**src/rtl/zwd_pkg.sv**
```systemverilog
package zwd_pkg;

   // Abstract machine states, in the order used by the binary encoding
   typedef enum logic [2:0] {
      ST_START  = 3'd0,
      ST_FIRST0 = 3'd1,
      ST_FIRST1 = 3'd2,
      ST_H11    = 3'd3,
      ST_H01    = 3'd4,
      ST_H10    = 3'd5,
      ST_H00    = 3'd6
   } zwd_state_e;

   localparam int ENC_ADJACENT = 0;
   localparam int ENC_BINARY   = 1;
   localparam int CODE_W       = 3;

   // Adjacency-minded codes: bit2 = steady phase, bit0 = newest bit seen
   function automatic logic [CODE_W-1:0] code_adjacent(zwd_state_e s);
      case (s)
         ST_START:  return 3'b000;
         ST_FIRST0: return 3'b010;
         ST_FIRST1: return 3'b011;
         ST_H11:    return 3'b111;
         ST_H01:    return 3'b101;
         ST_H10:    return 3'b110;
         default:   return 3'b100;
      endcase
   endfunction

   function automatic logic [CODE_W-1:0] code_binary(zwd_state_e s);
      return CODE_W'(s);
   endfunction

   function automatic logic [CODE_W-1:0] code_of(int style, zwd_state_e s);
      return (style == ENC_ADJACENT) ? code_adjacent(s) : code_binary(s);
   endfunction

   function automatic logic is_steady(zwd_state_e s);
      return (s == ST_H11) || (s == ST_H01) || (s == ST_H10) || (s == ST_H00);
   endfunction

   function automatic logic newest_bit(zwd_state_e s);
      return (s == ST_FIRST1) || (s == ST_H11) || (s == ST_H01);
   endfunction

   function automatic logic older_bit(zwd_state_e s);
      return (s == ST_H11) || (s == ST_H10);
   endfunction

endpackage

```
**src/rtl/zwd_decoder.sv**
```systemverilog
module zwd_decoder
   import zwd_pkg::*;
#(
   parameter int ENCODING = ENC_ADJACENT,
   parameter int STATE_W  = CODE_W
) (
   input  logic [STATE_W-1:0] code,
   output zwd_state_e         state,
   output logic               legal
);

   generate
      if (ENCODING == ENC_ADJACENT) begin : g_adj
         always_comb begin
            legal = 1'b1;
            state = ST_START;
            case (code)
               3'b000:  state = ST_START;
               3'b010:  state = ST_FIRST0;
               3'b011:  state = ST_FIRST1;
               3'b111:  state = ST_H11;
               3'b101:  state = ST_H01;
               3'b110:  state = ST_H10;
               3'b100:  state = ST_H00;
               default: legal = 1'b0;
            endcase
         end
      end else begin : g_bin
         always_comb begin
            legal = (code <= STATE_W'(ST_H00));
            state = legal ? zwd_state_e'(code) : ST_START;
         end
      end
   endgenerate

endmodule

```
**src/rtl/zwd_encoder.sv**
```systemverilog
module zwd_encoder
   import zwd_pkg::*;
#(
   parameter int ENCODING = ENC_ADJACENT,
   parameter int STATE_W  = CODE_W
) (
   input  zwd_state_e         state,
   output logic [STATE_W-1:0] code
);

   generate
      if (ENCODING == ENC_ADJACENT) begin : g_adj
         always_comb code = code_adjacent(state);
      end else begin : g_bin
         always_comb code = code_binary(state);
      end
   endgenerate

endmodule

```
**src/rtl/zwd_next.sv**
```systemverilog
module zwd_next
   import zwd_pkg::*;
(
   input  zwd_state_e cur,
   input  logic       legal,
   input  logic       x,
   input  logic       x_valid,
   output zwd_state_e nxt
);

   always_comb begin
      nxt = cur;
      if (!legal) begin
         nxt = ST_START;
      end else if (x_valid) begin
         case (cur)
            ST_START:          nxt = x ? ST_FIRST1 : ST_FIRST0;
            ST_FIRST0:         nxt = x ? ST_H01    : ST_H00;
            ST_FIRST1:         nxt = x ? ST_H11    : ST_H10;
            ST_H11, ST_H01:    nxt = x ? ST_H11    : ST_H10;
            default:           nxt = x ? ST_H01    : ST_H00;
         endcase
      end
   end

endmodule

```
**src/rtl/zwd_out.sv**
```systemverilog
module zwd_out
   import zwd_pkg::*;
#(
   parameter int ZERO_TARGET = 2
) (
   input  zwd_state_e cur,
   input  logic       rst,
   input  logic       x,
   input  logic       x_valid,
   output logic       y
);

   localparam int WIN = 3;

   logic [WIN-1:0] window;
   logic [1:0]     zeros;

   always_comb begin
      window = {older_bit(cur), newest_bit(cur), x};
      zeros  = 2'(WIN - $countones(window));
      y      = !rst && x_valid && is_steady(cur) && (zeros == 2'(ZERO_TARGET));
   end

endmodule

```
**src/rtl/zero_window_detector.sv**
```systemverilog
module zero_window_detector
   import zwd_pkg::*;
#(
   parameter int ENCODING    = ENC_ADJACENT,
   parameter int STATE_W     = 3,
   parameter int ZERO_TARGET = 2
) (
   input  logic clk,
   input  logic rst,
   input  logic x,
   input  logic x_valid,
   output logic y
);

   localparam logic [STATE_W-1:0] START_CODE = code_of(ENCODING, ST_START);

   generate
      if (STATE_W != CODE_W) begin : g_bad_width
         $error("zero_window_detector: STATE_W must be 3");
      end
      if (ZERO_TARGET < 0 || ZERO_TARGET > 3) begin : g_bad_target
         $error("zero_window_detector: ZERO_TARGET must lie in 0..3");
      end
      if (ENCODING != ENC_ADJACENT && ENCODING != ENC_BINARY) begin : g_bad_enc
         $error("zero_window_detector: unknown ENCODING");
      end
   endgenerate

   logic [STATE_W-1:0] state_q;
   logic [STATE_W-1:0] state_d;
   zwd_state_e         cur_state;
   zwd_state_e         nxt_state;
   logic               code_legal;

   zwd_decoder #(.ENCODING(ENCODING), .STATE_W(STATE_W)) u_dec (
      .code  (state_q),
      .state (cur_state),
      .legal (code_legal)
   );

   zwd_next u_next (
      .cur     (cur_state),
      .legal   (code_legal),
      .x       (x),
      .x_valid (x_valid),
      .nxt     (nxt_state)
   );

   zwd_encoder #(.ENCODING(ENCODING), .STATE_W(STATE_W)) u_enc (
      .state (nxt_state),
      .code  (state_d)
   );

   zwd_out #(.ZERO_TARGET(ZERO_TARGET)) u_out (
      .cur     (cur_state),
      .rst     (rst),
      .x       (x),
      .x_valid (x_valid),
      .y       (y)
   );

   // State register: hold is a mux path in the next-state logic, clock is free-running
   always_ff @(posedge clk) begin
      if (rst) state_q <= START_CODE;
      else     state_q <= state_d;
   end

   assert_reset_start_R1: assert property (@(posedge clk)
      rst |=> (state_q == START_CODE));

   assert_no_early_match_R2: assert property (@(posedge clk) disable iff (rst)
      y |-> is_steady(cur_state));

   assert_window_shift_R3: assert property (@(posedge clk) disable iff (rst)
      (x_valid && code_legal && cur_state != ST_START) |=> (newest_bit(cur_state) == $past(x)));

   assert_gap_quiet_R5: assert property (@(posedge clk) disable iff (rst)
      !x_valid |-> !y);

   assert_gap_hold_R5: assert property (@(posedge clk) disable iff (rst)
      (!x_valid && code_legal) |=> $stable(state_q));

   assert_unused_recover_R7: assert property (@(posedge clk) disable iff (rst)
      !code_legal |=> (state_q == START_CODE));

endmodule

```
**config.mk**
```make
export PLATFORM = sky130hd
export DESIGN_NAME = zero_window_detector
export DESIGN_NICKNAME = d
export VERILOG_FILES = /design/src/rtl/zwd_pkg.sv /design/src/rtl/zwd_decoder.sv /design/src/rtl/zwd_encoder.sv /design/src/rtl/zwd_next.sv /design/src/rtl/zwd_out.sv /design/src/rtl/zero_window_detector.sv
export SDC_FILE = /design/constraint.sdc
export NUM_CORES = 1
export LEC_CHECK = 0
export BUFFER_PORTS_ARGS = -buffer_cell sky130_fd_sc_hd__buf_2
export CAP_MARGIN = 25
export CORE_AREA = 4 4 41 43
export CTS_BUF_LIST = sky130_fd_sc_hd__clkbuf_8
export CTS_CLUSTER_SIZE = 30
export DETAILED_ROUTE_END_ITERATION = 10
export DIE_AREA = 0 0 45 47
export HOLD_SLACK_MARGIN = 0.1
export MAX_ROUTING_LAYER = met4
export PLACE_DENSITY_LB_ADDON = 0.15
export SLEW_MARGIN = 20
export SYNTH_ARGS = -nofsm -noshare
export SYNTH_HDL_FRONTEND = slang
export SYNTH_SLANG_ARGS = --single-unit
```
**constraint.sdc**
```tcl
create_clock -name clk -period 1.55 [get_ports clk]
set_input_delay 0.0775 -clock clk [delete_from_list [all_inputs] [get_ports clk]]
set_output_delay 0.0775 -clock clk [all_outputs]
set_load 0.01 [all_outputs]
```
==> run summary, run 1 <==
Counting I/O delays and the setup requirement, the final critical path takes 1.596 ns. TritonCTS built the clock tree. Timing would allow up to 0.6266 GHz. The number of global-route vias before repair is 165, and the via density per instance is 3.818. With fillers left out, the area of the finished cells amounts to 287.8 um^2. After the first detailed-routing iteration, the DRC count stood at 2. The residual DRC count was 0. The worst-case clock buffer depth came out at 2. After clock tree synthesis, the clock-pin slew on the worst setup and hold paths is 0.03 ns. Summed over all failing endpoints, the final setup total negative slack is -0.04602 ns. For the worst flop-to-flop path, the logic depth is 3. The total overflow left after global routing is 0.

The tools report the minimum setup slack among reg-to-reg paths as 0.69 ns. Ranked by total cell area, the synthesized netlist is headed by sky130_fd_sc_hd__dfxtp_1, sky130_fd_sc_hd__fa_1, sky130_fd_sc_hd__a211oi_2. The class of the worst hold path is primary input to flop. In the synthesized netlist the dominant register cell turns out to be sky130_fd_sc_hd__dfxtp_1. The placed instances occupy a cell area of 209.0 um^2. The logs give 13 for the row count and 0.6819 for the placer congestion estimate.

The synthesized design spends more area on one cell type than any other, namely sky130_fd_sc_hd__dfxtp_1. The count of endpoints failing setup in the final report was 1; the worst-skew pair later-pin latency was 0.22 ns. Of the synthesized area, sequential elements account for 35.29%.

The final setup slack of the worst path was -0.04602 ns. The cell count after placement is 38. After detailed routing, the average wire length per cell comes to 9.295 um. The tools report the total I/O pin count as 5.

The checks that failed: negative setup slack. Across the routed clock network, the largest skew measured is 0.001671 ns. The signal on the critical path passes through and2_4 -> fa_1 -> nand4b_1 -> nor2_1 -> buf_2. The fraction of layout cells with a size suffix above 1 works out to 51.72%. Across the VDD grid, the largest voltage drop is 0.0003450 V. After layout, the design draws a total of 0.3558 mW. The post-synthesis to final-layout area growth works out to 69.12%. The post-route antenna net violation count is 0.

The fraction of synthesis flops using an asynchronous set or reset pin works out to 0%. The register with the most flip-flops in the final layout is state_q. In this design, the stage delay of the slowest critical-path cell is 0.50 ns.

Entering global routing, the biggest net connects 7 pins. Yosys mapped a number of flops with a built-in enable equal to 0. Synthesis produced 19 cells.

The tool flagged a number of max-cap violations equal to 0. The tools report the number of slew-limit violations in the final report as 0. The critical path runs through a total of 5 cells. The region available for standard cell placement spans 1301 um^2. The first global-routing pass estimated 614 um of wire. In the final layout, the registers with the most flip-flops are state_q: 3 flops. The number of flip-flops in the largest register works out to 3.

The port buffer count is 4. Detailed routing inserted a total of 168 vias. The tools report the final hold violation count as 0. In this run the clock root is driven by a sky130_fd_sc_hd__clkbuf_8.

Of the available clock period, the critical path in the final layout requires 103.0%. The first detailed-routing pass took 4 iterations. Setup repair after global routing could not meet its margin everywhere.

After synthesis, the most frequently instantiated cells are sky130_fd_sc_hd__dfxtp_1, sky130_fd_sc_hd__nor2_1, sky130_fd_sc_hd__a21oi_1. The worst slack after detailed placement is 0.08311 ns. Of all nets on the critical path, the largest fanout is 5. The run finished, with violations left. The tools report the initial cell density of the core as 13.08%. Floorplan die area: 2115 um^2.

The number of warnings reported in the yosys synthesis log is 0, and the fill cell instance count of the final layout is 157. The share of the synthesized area in the top cell type was 35.29%; the share of the core filled with cells was 22.12%. After legalization and detailed placement, the total HPWL measured 282.1 um.

For the pin with the worst max-slew slack, the measured transition is 0.1598 ns. The worst hold path cell count came out at 3. After synthesis, the netlist uses 14 different library cells. The post-route worst hold slack was 0.1758 ns; the die width was 45 um. The nature of the critical path startpoint is a flop. In this run the static leakage power is 0.1251 nW. Wires add up to 409 um. The logs give 1.52 ns for the data arrival at the endpoint of the critical path and 3 for the sink count of the clock tree.

The finished layout holds 44 standard cells, fillers aside. The global router's overall resource usage was 4.735%. The number of nets handed over by synthesis was 24.

Power per cell area: 1236 nW/um^2. The tools report the critical path capture point type as an output port. The headroom to the max-slew limit is 89.05%. In this run, CTS created clock tree buffers numbering 3. For this run, the post-layout net count is 35.

The register bit count reported by yosys works out to 3. The cell with the biggest individual delay on the critical path is sky130_fd_sc_hd__fa_1. The number of buffers and inverters on the critical path is 1, and the die boundary height is 47 um. The logs give 1.47 ns for the required time reported for the critical path endpoint and 0 for the initial antenna violation count. The average instance in the mapped netlist occupies 8.956 um^2. The worst setup path is of the flop to output port kind.

0 antenna diodes ended up in the layout. The kind of cell with the highest combined delay on the critical path is adder cells. The logs give 1 for the depth of the CTS H-tree and 170.2 um^2 for the netlist area before placement.
==> routing by layer <==
| metal | GRT usage (%) | wire [um] | up-vias |
|---|---|---|---|
| li1 | - | - | 85 |
| met2 | 5.367 | 187 | 3 |
| met1 | 4.328 | 190 | 80 |
| met5 | - | 0 | - |
| met3 | 3.065 | 31 | 0 |
| met4 | 7.018 | 0 | 0 |
==> cells in the final DEF, fill, tap and decap left out <==
| master | netlist | layout |
|---|---|---|
| sky130_fd_sc_hd__buf_2 | 0 | 4 |
| sky130_fd_sc_hd__clkbuf_8 | 0 | 3 |
| sky130_fd_sc_hd__dfxtp_2 | 0 | 3 |
| sky130_fd_sc_hd__nor2_1 | 3 | 2 |
| sky130_fd_sc_hd__a21oi_1 | 2 | 2 |
| sky130_fd_sc_hd__inv_1 | 1 | 2 |
| sky130_fd_sc_hd__nor2_4 | 0 | 1 |
| sky130_fd_sc_hd__nor2b_2 | 0 | 1 |
| sky130_fd_sc_hd__and2_4 | 0 | 1 |
| sky130_fd_sc_hd__nand4b_1 | 1 | 1 |
| sky130_fd_sc_hd__o21ai_0 | 1 | 1 |
| sky130_fd_sc_hd__nor3_1 | 1 | 1 |
| sky130_fd_sc_hd__and2_0 | 1 | 1 |
| sky130_fd_sc_hd__o21ai_1 | 1 | 1 |
| sky130_fd_sc_hd__mux2i_1 | 1 | 1 |
| sky130_fd_sc_hd__a211oi_2 | 1 | 1 |
| sky130_fd_sc_hd__fa_1 | 1 | 1 |
| sky130_fd_sc_hd__dlygate4sd3_1 | 0 | 1 |
| sky130_fd_sc_hd__buf_4 | 0 | 1 |
==> tightest hold or removal path: stages <==
cell and delay (ns):
sky130_fd_sc_hd__buf_2 0.13, sky130_fd_sc_hd__a21oi_1 0.07, sky130_fd_sc_hd__nor2_1 0.07
==> timing repair <==
| action | CTS | global route |
|---|---|---|
| buffers inserted | 1 | 0 |
| hold buffers | 1 | 0 |
| resized for setup | 6 | 1 |
| endpoints found under the hold margin | 3 | 0 |
| pin swaps | 1 | 0 |
| setup endpoints to repair | 1 | 1 |
==> cell families after synthesis <==
family                     Yosys count  synth area share (%)
muxes                                1                 5.883
DFF                                  3                 35.30
AOI/OAI and AO/OA                    5                 19.11
and+or+nand+nor                      8                 25.74
adders and majority gates            1                 11.77
buffers and inverters                1                 2.204
==> where the power goes <==
group	leakage, nW	total, mW	internal, mW	switching [mW]
combinational	0.0724	0.0389	0.0222	0.0167
clock	0.0269	0.222	0.169	0.0529
sequential	0.0258	0.0953	0.0851	0.0102
total	0.125	0.356	0.276	0.0798
==> final timing paths <==
path	start	endpoint
min reg2reg	state_q[0]	state_q[0]
min	x_valid	state_q[2]
max reg2reg	state_q[2]	state_q[1]
max	state_q[1]	y
==> final cells by class <==
class / instances / area (um^2) / area share (%)
multi-input cells: 15 / 118.9 / 41.30
clock buffers: 3 / 41.29 / 14.35
repair buffers: 6 / 37.54 / 13.04
flip-flops and latches: 3 / 63.81 / 22.17
inverters: 1 / 3.754 / 1.304
clock inverters: 1 / 3.754 / 1.304
well taps: 15 / 18.77 / 6.522
(Power assumes the default switching activity.)
==> run 2: changes to the inputs <==
Settings changed: ABC_AREA set to 1, GPL_TIMING_DRIVEN set to 0.
==> run 2 against run 1 <==
Effect of this change: worst setup slack worse by 0.097 ns; global-route usage increased by 4.7 points; clock skew is 0.0056 ns higher; critical endpoint unchanged; core utilization increased by 9.8 points; sequential power grew 61%; die area unchanged; synthesized area grew 68%; cell count is 66% higher; register-to-register slack lost 0.41 ns; the flow still finishes with violations (negative setup slack); largest power group is now combinational logic; first-iteration DRC count rose to 3.0 times the previous value; sequential share of layout area shrank 5.9 points; critical path type unchanged; via count is 96% higher.
==> run summary, run 2 <==
The flow ran to the end, but the final reports show violations. Failing checks: negative setup slack (unchanged). The final clock period utilization by the worst path is 109.3% (was 103.0%), and the TritonCTS buffer count is 3 (unchanged). The share of the synthesized area in the top cell type was 21.05% (was 35.29%); the initial antenna violation count was 0 (unchanged). The startpoint-to-endpoint class of the critical path was flop to output port (unchanged). The post-place instance area was 330.3 um^2 (was 209.0 um^2); the number of global-route vias before repair was 332 (was 165).

Slew at the pin with the worst max-slew slack: 0.2997 ns (was 0.1598 ns). Worst slack after detailed placement: -0.02716 ns (was 0.08311 ns). The tools report the placer congestion estimate as 0.7465 (was 0.6819). The number of nets in the final layout was 64 (was 35); the netlist area before placement was 285.3 um^2 (was 170.2 um^2).

The max-capacitance violation count is 0 (unchanged), and the synthesized area per cell is 6.202 um^2 (was 8.956 um^2). The logs give 0.5905 GHz (was 0.6266 GHz) for the maximum achievable frequency and 1 (unchanged) for the count of endpoints failing setup in the final report. The pin count of the biggest net entering global routing was 7 (unchanged); the detailed-routing iteration count for the pre-antenna-repair pass was 4 (unchanged). Register with the most flip-flops: state_q (unchanged). The post-synthesis to final-layout area growth works out to 45.61% (was 69.12%). Critical Path, Cell by Cell: inv_2 -> nand2_2 -> nand2_2 -> inv_2 -> fa_1 -> inv_1 -> nor4_2 -> buf_2 (was and2_4 -> fa_1 -> nand4b_1 -> nor2_1 -> buf_2). The fraction of layout cells with a size suffix above 1 works out to 39.66% (was 51.72%).

The nature of the critical path startpoint was a flop (unchanged). The initial cell density of the core is 21.92% (was 13.08%), and the global router's overall resource usage is 9.462% (was 4.735%). The logs give 79.81% (was 89.05%) for the headroom to the max-slew limit and 1301 um^2 (unchanged) for the core area. Most common library cells after synthesis: sky130_fd_sc_hd__nand2_1, sky130_fd_sc_hd__nand3_1, sky130_fd_sc_hd__inv_1, sky130_fd_sc_hd__a21oi_1 (was sky130_fd_sc_hd__dfxtp_1, sky130_fd_sc_hd__nor2_1, sky130_fd_sc_hd__a21oi_1). The standby leakage power is 0.2128 nW (was 0.1251 nW). The depth of the CTS H-tree is 1 (unchanged). Largest registers: state_q: 3 flops (unchanged). The cell with the biggest individual delay on the critical path is sky130_fd_sc_hd__fa_1 (unchanged). Count of flip-flops with a built-in enable after synthesis: 0 (unchanged). The cell type contributing the most total cell area after synthesis is sky130_fd_sc_hd__dfxtp_1 (unchanged). The die boundary height works out to 47 um (unchanged). The run gives 6 (was 2) as the iteration-0 DRC count of the detailed router. Setup repair after global routing could not meet its margin everywhere. The final setup slack of the worst path came out at -0.1434 ns (was -0.04602 ns). Most common cell after layout, fill and taps aside: sky130_fd_sc_hd__nand2_1 (was sky130_fd_sc_hd__buf_2). The commonest register cell after synthesis is sky130_fd_sc_hd__dfxtp_1 (unchanged). The power per cell area works out to 1686 nW/um^2 (was 1236 nW/um^2). The via density per instance is 4.507 (was 3.818). For the row count, the log shows 13 (unchanged). The number of buffers and inverters on the critical path was 4 (was 1). The sequential fraction of the synthesis area was 21.05% (was 35.29%); the synthesized instance count was 46 (was 19). For the residual DRC count, the log shows 0 (unchanged). Port buffer count: 4 (unchanged). The worst-case clock buffer depth is 2 (unchanged).

The run gives 51 (was 24) as the net count after synthesis. TritonCTS built the clock tree. The fraction of synthesis flops using an asynchronous set or reset pin is 0% (unchanged). The sink count of the clock tree is 3 (unchanged). The die width works out to 45 um (unchanged). Synth top area cells: sky130_fd_sc_hd__dfxtp_1, sky130_fd_sc_hd__nand3_1, sky130_fd_sc_hd__nand2_1 (was sky130_fd_sc_hd__dfxtp_1, sky130_fd_sc_hd__fa_1, sky130_fd_sc_hd__a211oi_2).

The logs give 329 (was 168) for the total vias in the final route and 415.4 um^2 (was 287.8 um^2) for the design area. The run gives 0.007275 ns (was 0.001671 ns) as the clock tree skew after final layout. The final global-route overflow total came out at 0 (unchanged). The final critical path time including I/O delays and setup was 1.693 ns (was 1.596 ns). The kind of cell with the highest combined delay on the critical path is adder cells (unchanged).

The floorplan die area was 2115 um^2 (unchanged); the post-route worst hold slack was 0.3004 ns (was 0.1758 ns). Wire length of the first global-routing pass: 1.373 mm (was 614 um). The clock edge transition at the registers on the reported setup and hold paths works out to 0.04 ns (was 0.03 ns). The register bit count reported by yosys works out to 3 (unchanged).

Most used cells in the layout excluding fill and tap cells: sky130_fd_sc_hd__nand2_1, sky130_fd_sc_hd__nand3_1, sky130_fd_sc_hd__inv_1 (was sky130_fd_sc_hd__buf_2, sky130_fd_sc_hd__clkbuf_8, sky130_fd_sc_hd__dfxtp_2). Critical path capture point type: an output port (unchanged). The class of the worst hold path is primary input to flop (unchanged).

The wire length reported by the detailed router was 763 um (was 409 um). Worst-case vdd ir drop: 0.0008608 V (was 0.0003450 V). The post-route antenna net violation count is 0 (unchanged). The stage delay of the slowest cell on the critical path works out to 0.50 ns (about the same). Worst-skew pair later-pin latency: 0.22 ns (about the same).

The worst-path maximum fanout is 4 (was 5), and the final routed wire length divided by cell count is 10.45 um (was 9.295 um). The total half-perimeter wirelength after legalization and detailed placement came out at 542.1 um (was 282.1 um). The run gives 0 (unchanged) as the number of slew-limit violations in the final report. The final hold violation count was 0 (unchanged). The most numerous cell in the Yosys netlist was sky130_fd_sc_hd__nand2_1.

The run gives 13 (was 14) as the unique cell type count in the Yosys netlist. Total I/O pin count: 5 (unchanged). Library cell used as clock root buffer: sky130_fd_sc_hd__clkbuf_8 (unchanged).

The number of warnings reported in the yosys synthesis log came out at 0 (unchanged). For the data arrival at the endpoint of the critical path, the log shows 1.62 ns (was 1.52 ns). The number of flip-flops in the largest register works out to 3 (unchanged).

For the antenna diode instance count, the log shows 0 (unchanged). The required time reported for the critical path endpoint is 1.47 ns (about the same).
[run 2: cell types whose count changed after synthesis, sizes merged, moves of 2 or more]
cell | previous run | this run
nand2 | 0 | 14
nand3 | 0 | 11
inv | 1 | 9
nor2 | 3 | 1
a21oi | 2 | 4
[run 2: path summary, 6_finish.rpt]
check | startpoint | end | slack (ns) | cells past startpoint
max | state_q[2] | y | -0.14 | 8
min | x_valid | state_q[0] | 0.30 | 5
max reg2reg | state_q[2] | state_q[1] | 0.28 | 8
min reg2reg | state_q[2] | state_q[2] | 0.70 | 4
[run 2: area by class of cell]
type	instances	area, um^2
well taps	15	18.77
fillers	156	885.9
clock inverters	1	3.754
multi-input cells	34	197.7
repair buffers	8	52.55
clock buffers	3	41.29
flip-flops and latches	3	67.56
inverters	9	33.78
[run 2: stage by stage]
step                power (mW)  setup TNS (ns)  utilization [%]  std cells
finish                  0.7004         -0.1434            31.92         73
CTS                     0.6968         -0.1621            31.92         73
detailed placement      0.4160        -0.02716            25.38         65
floorplan               0.3588               0                -         46
global route            0.7635         -0.2561            31.92         73
global placement        0.4217        -0.02206            25.38         65
[run 2: cells by family (layout without fill, tap and decap cells)]
logic type                 count (synthesis)  in the layout  share of synthesized area (%)
adders and majority gates                  1              1                          7.018
DFF                                        3              3                          21.05
and+or+nand+nor                           28             28                          51.32
AOI/OAI and AO/OA                          5              5                          8.771
buffers and inverters                      9             21                          11.84
[run 2: what timing repair did]
item,in CTS,in global routing
buffers inserted,3,0
pin swaps,3,0
gates resized for setup,6,0
setup endpoints to repair,1,1
hold buffers,1,0
endpoints found under the hold margin,3,0
[run 2: where the power goes]
group	internal, mW	switching (mW)	total (mW)
clock	0.169	0.0567	0.226
sequential	0.115	0.0381	0.153
combinational	0.138	0.183	0.321
total	0.423	0.278	0.700
[run 2: per-layer routing]
layer,GRT usage [%],vias to the layer above,part of all wire [%]
li1,-,172,-
met1,11.36,144,48
met2,13.56,13,44
met3,4.598,0,7.5
met4,3.509,0,0
met5,-,-,0
[run 2: worst register-to-register path, cell delays in order, from the launching register on]
cell                      delay, ns
sky130_fd_sc_hd__dfxtp_4       0.35
sky130_fd_sc_hd__buf_4         0.13
sky130_fd_sc_hd__nor2_2        0.14
sky130_fd_sc_hd__nand2_1       0.11
sky130_fd_sc_hd__nand2_1       0.09
sky130_fd_sc_hd__nand2_2       0.06
sky130_fd_sc_hd__nand2_1       0.09
sky130_fd_sc_hd__nand3_1       0.08
sky130_fd_sc_hd__a21oi_1       0.12
==> run 3: changes to the inputs <==
Settings changed: PLACE_DENSITY_LB_ADDON 0.15 to 0.1.
==> run 3 against run 2 <==
Effect of this change: the flow still finishes with violations (negative setup slack); critical path depth stayed put; combinational power hardly changed; sequential cell count stayed put; non-clock buffer count is 1 higher; register-to-register slack better by 0.02 ns; routed wire length is 7.9% lower; maximum frequency is 2.1% higher; die area stayed put; worst setup slack better by 0.035 ns; clock-buffer cell count stayed put; critical path type unchanged; largest cell class unchanged.
==> run summary, run 3 (synthesis results as in run 2) <==
The flow ran to the end, but the final reports show violations. Failing checks: negative setup slack (unchanged). The post-synthesis to final-layout area growth is 48.25% (was 45.61%), and the design area is 422.9 um^2 (was 415.4 um^2).

The final critical path time including I/O delays and setup is 1.659 ns (was 1.693 ns). The start point of the critical path is state_q[1] (was state_q[2]). The via density per instance was 4.649 (was 4.507); the placer congestion estimate was 0.6965 (was 0.7465).

Maximum achievable frequency: 0.6028 GHz (was 0.5905 GHz). The tools report the number of nets in the final layout as 65 (was 64). The initial cell density of the core is 21.92% (unchanged), and the die width is 45 um (unchanged). The post-route antenna net violation count is 0 (unchanged).

The final clock period utilization by the worst path was 107.0% (was 109.3%); the post-place instance area was 330.3 um^2 (unchanged). For the non-filler instance count after layout, the log shows 74 (was 73). The clock tree skew after final layout was 0.0004771 ns (was 0.007275 ns); the pin count of the biggest net entering global routing was 7 (unchanged). The tools report the cell count after placement as 65 (unchanged). The run gives 0 (unchanged) as the max-capacitance violation count. The data arrival at the endpoint of the critical path came out at 1.58 ns (was 1.62 ns).

TritonCTS buffer count: 3 (unchanged). Most used cells in the layout excluding fill and tap cells: sky130_fd_sc_hd__nand2_1, sky130_fd_sc_hd__nand3_1, sky130_fd_sc_hd__inv_1 (unchanged). The worst-path maximum fanout was 5 (was 4); the total half-perimeter wirelength after legalization and detailed placement was 513.9 um (was 542.1 um). TritonCTS built the clock tree. The wire length on met2 is 366 um (was 338 um). The tools report the nature of the critical path startpoint as a flop (unchanged).

For the count of endpoints failing setup in the final report, the log shows 1 (unchanged). Critical path capture point type: an output port (unchanged). The final routed wire length divided by cell count came out at 9.500 um (was 10.45 um).

The logs give 0 (unchanged) for the number of slew-limit violations in the final report and -0.1088 ns (was -0.1434 ns) for the accumulated negative setup slack. The clock edge transition at the registers on the reported setup and hold paths is 0.03 ns (was 0.04 ns), and the number of global-route vias before repair is 328 (was 332). The most common cell after layout, fill and taps aside is sky130_fd_sc_hd__nand2_1 (unchanged).

The register with the most flip-flops is state_q (unchanged). Worst-case vdd ir drop: 0.0005449 V (was 0.0008608 V). For the final global-route overflow total, the log shows 0 (unchanged). The uppermost layer routed was met3 (unchanged). The number of flip-flops in the largest register works out to 3 (unchanged). For the sink count of the clock tree, the log shows 3 (unchanged). The total power consumption of the routed design is 0.6946 mW (was 0.7004 mW). The die boundary height came out at 47 um (unchanged).

The library cell used as clock root buffer is sky130_fd_sc_hd__clkbuf_8 (unchanged). The startpoint-to-endpoint class of the critical path was flop to output port (unchanged). The logs give 3 (was 6) for the iteration-0 DRC count of the detailed router and 2 (unchanged) for the worst-case clock buffer depth. The class of the worst hold path was primary input to flop (unchanged). The run gives 0 (unchanged) as the initial antenna violation count.

Largest registers: state_q: 3 flops (unchanged). The length of routed wiring on met1 was 301 um (was 367 um). The residual DRC count was 0 (unchanged); the final setup slack of the worst path was -0.1088 ns (was -0.1434 ns). The depth of the CTS H-tree is 1 (unchanged), and the worst-skew pair later-pin latency is 0.21 ns (was 0.22 ns). The antenna diode instance count came out at 0 (unchanged). Setup repair after global routing could not meet its margin everywhere. The total vias in the final route is 344 (was 329), and the row count is 13 (unchanged). The fraction of layout cells with a size suffix above 1 works out to 40.68% (was 39.66%).

The met3 routed wirelength is 34 um (was 57 um), and the final hold violation count is 0 (unchanged). The wire length reported by the detailed router was 703 um (was 763 um). The worst flop-to-flop path startpoint is state_q[1] (was state_q[2]).

Worst slack after detailed placement: -0.03195 ns (was -0.02716 ns). The global router's overall resource usage was 7.912% (was 9.462%). The tools report the hold path startpoint as x_valid (unchanged).

The power per cell area works out to 1642 nW/um^2 (was 1686 nW/um^2). The wire length of the first global-routing pass came out at 1.193 mm (was 1.373 mm). For the total I/O pin count, the log shows 5 (unchanged). The tools report the standby leakage power as 0.2167 nW (was 0.2128 nW). Floorplan die area: 2115 um^2 (unchanged). The run gives 1.47 ns (about the same) as the required time reported for the critical path endpoint.

The detailed-routing iteration count for the pre-antenna-repair pass is 4 (unchanged). For the headroom to the max-slew limit, the log shows 82.41% (was 79.81%). The core area is 1301 um^2 (unchanged). The port buffer count was 4 (unchanged); the slew at the pin with the worst max-slew slack was 0.2611 ns (was 0.2997 ns).
## run 3: cell count changes in the layout (fill, tap and decap cells not counted), sizes merged
cell and change:
buf +1
## run 3: critical path: stages, from the launching register on
cell and delay, ns:
sky130_fd_sc_hd__dfxtp_4 0.35, sky130_fd_sc_hd__inv_2 0.06, sky130_fd_sc_hd__nand2_2 0.07, sky130_fd_sc_hd__nand2_2 0.07, sky130_fd_sc_hd__inv_2 0.04, sky130_fd_sc_hd__fa_1 0.47, sky130_fd_sc_hd__inv_1 0.04, sky130_fd_sc_hd__nor4_2 0.11
sky130_fd_sc_hd__buf_2 0.16
## run 3: power breakdown
part	switching [mW]	internal (mW)	leakage, nW
Clock	0.0466	0.168	0.0269
Sequential	0.0413	0.115	0.0261
Combinational	0.178	0.145	0.164
Total	0.266	0.429	0.217
## run 3: cell type report
type	instances	area, um^2
sequential	3	67.56
fill	160	878.3
tap	15	18.77
clock inverter	1	3.754
timing repair buffer	9	60.06
inverter	9	33.78
multi-input combinational	34	197.7
clock buffer	3	41.29
## run 3: per-stage QoR
step	util (%)	hold slack, ns
finish	32.50	0.3147
global route	32.50	0.3645
CTS	31.35	0.3019
detailed placement	25.38	0.3042
global placement	25.38	0.3060
floorplan	-	0.1466
## run 3: timing repair
item / in CTS / in global routing
resized for setup: 6 / 0
pin swaps: 2 / 1
endpoints found under the setup margin: 1 / 1
hold buffers: 1 / 0
buffers inserted: 2 / 2
hold endpoints to repair: 3 / 0
## run 3: final timing paths
path | slack (ns) | cells after the start | end
min reg2reg | 0.71 | 4 | state_q[2]
max | -0.11 | 8 | y
max reg2reg | 0.30 | 9 | state_q[1]
min | 0.31 | 5 | state_q[0]
## run 3: layer usage
metal	track usage, %	up-vias
met5	-	-
met4	6.433	0
met3	1.149	0
met2	13.28	8
met1	8.182	162
li1	-	174
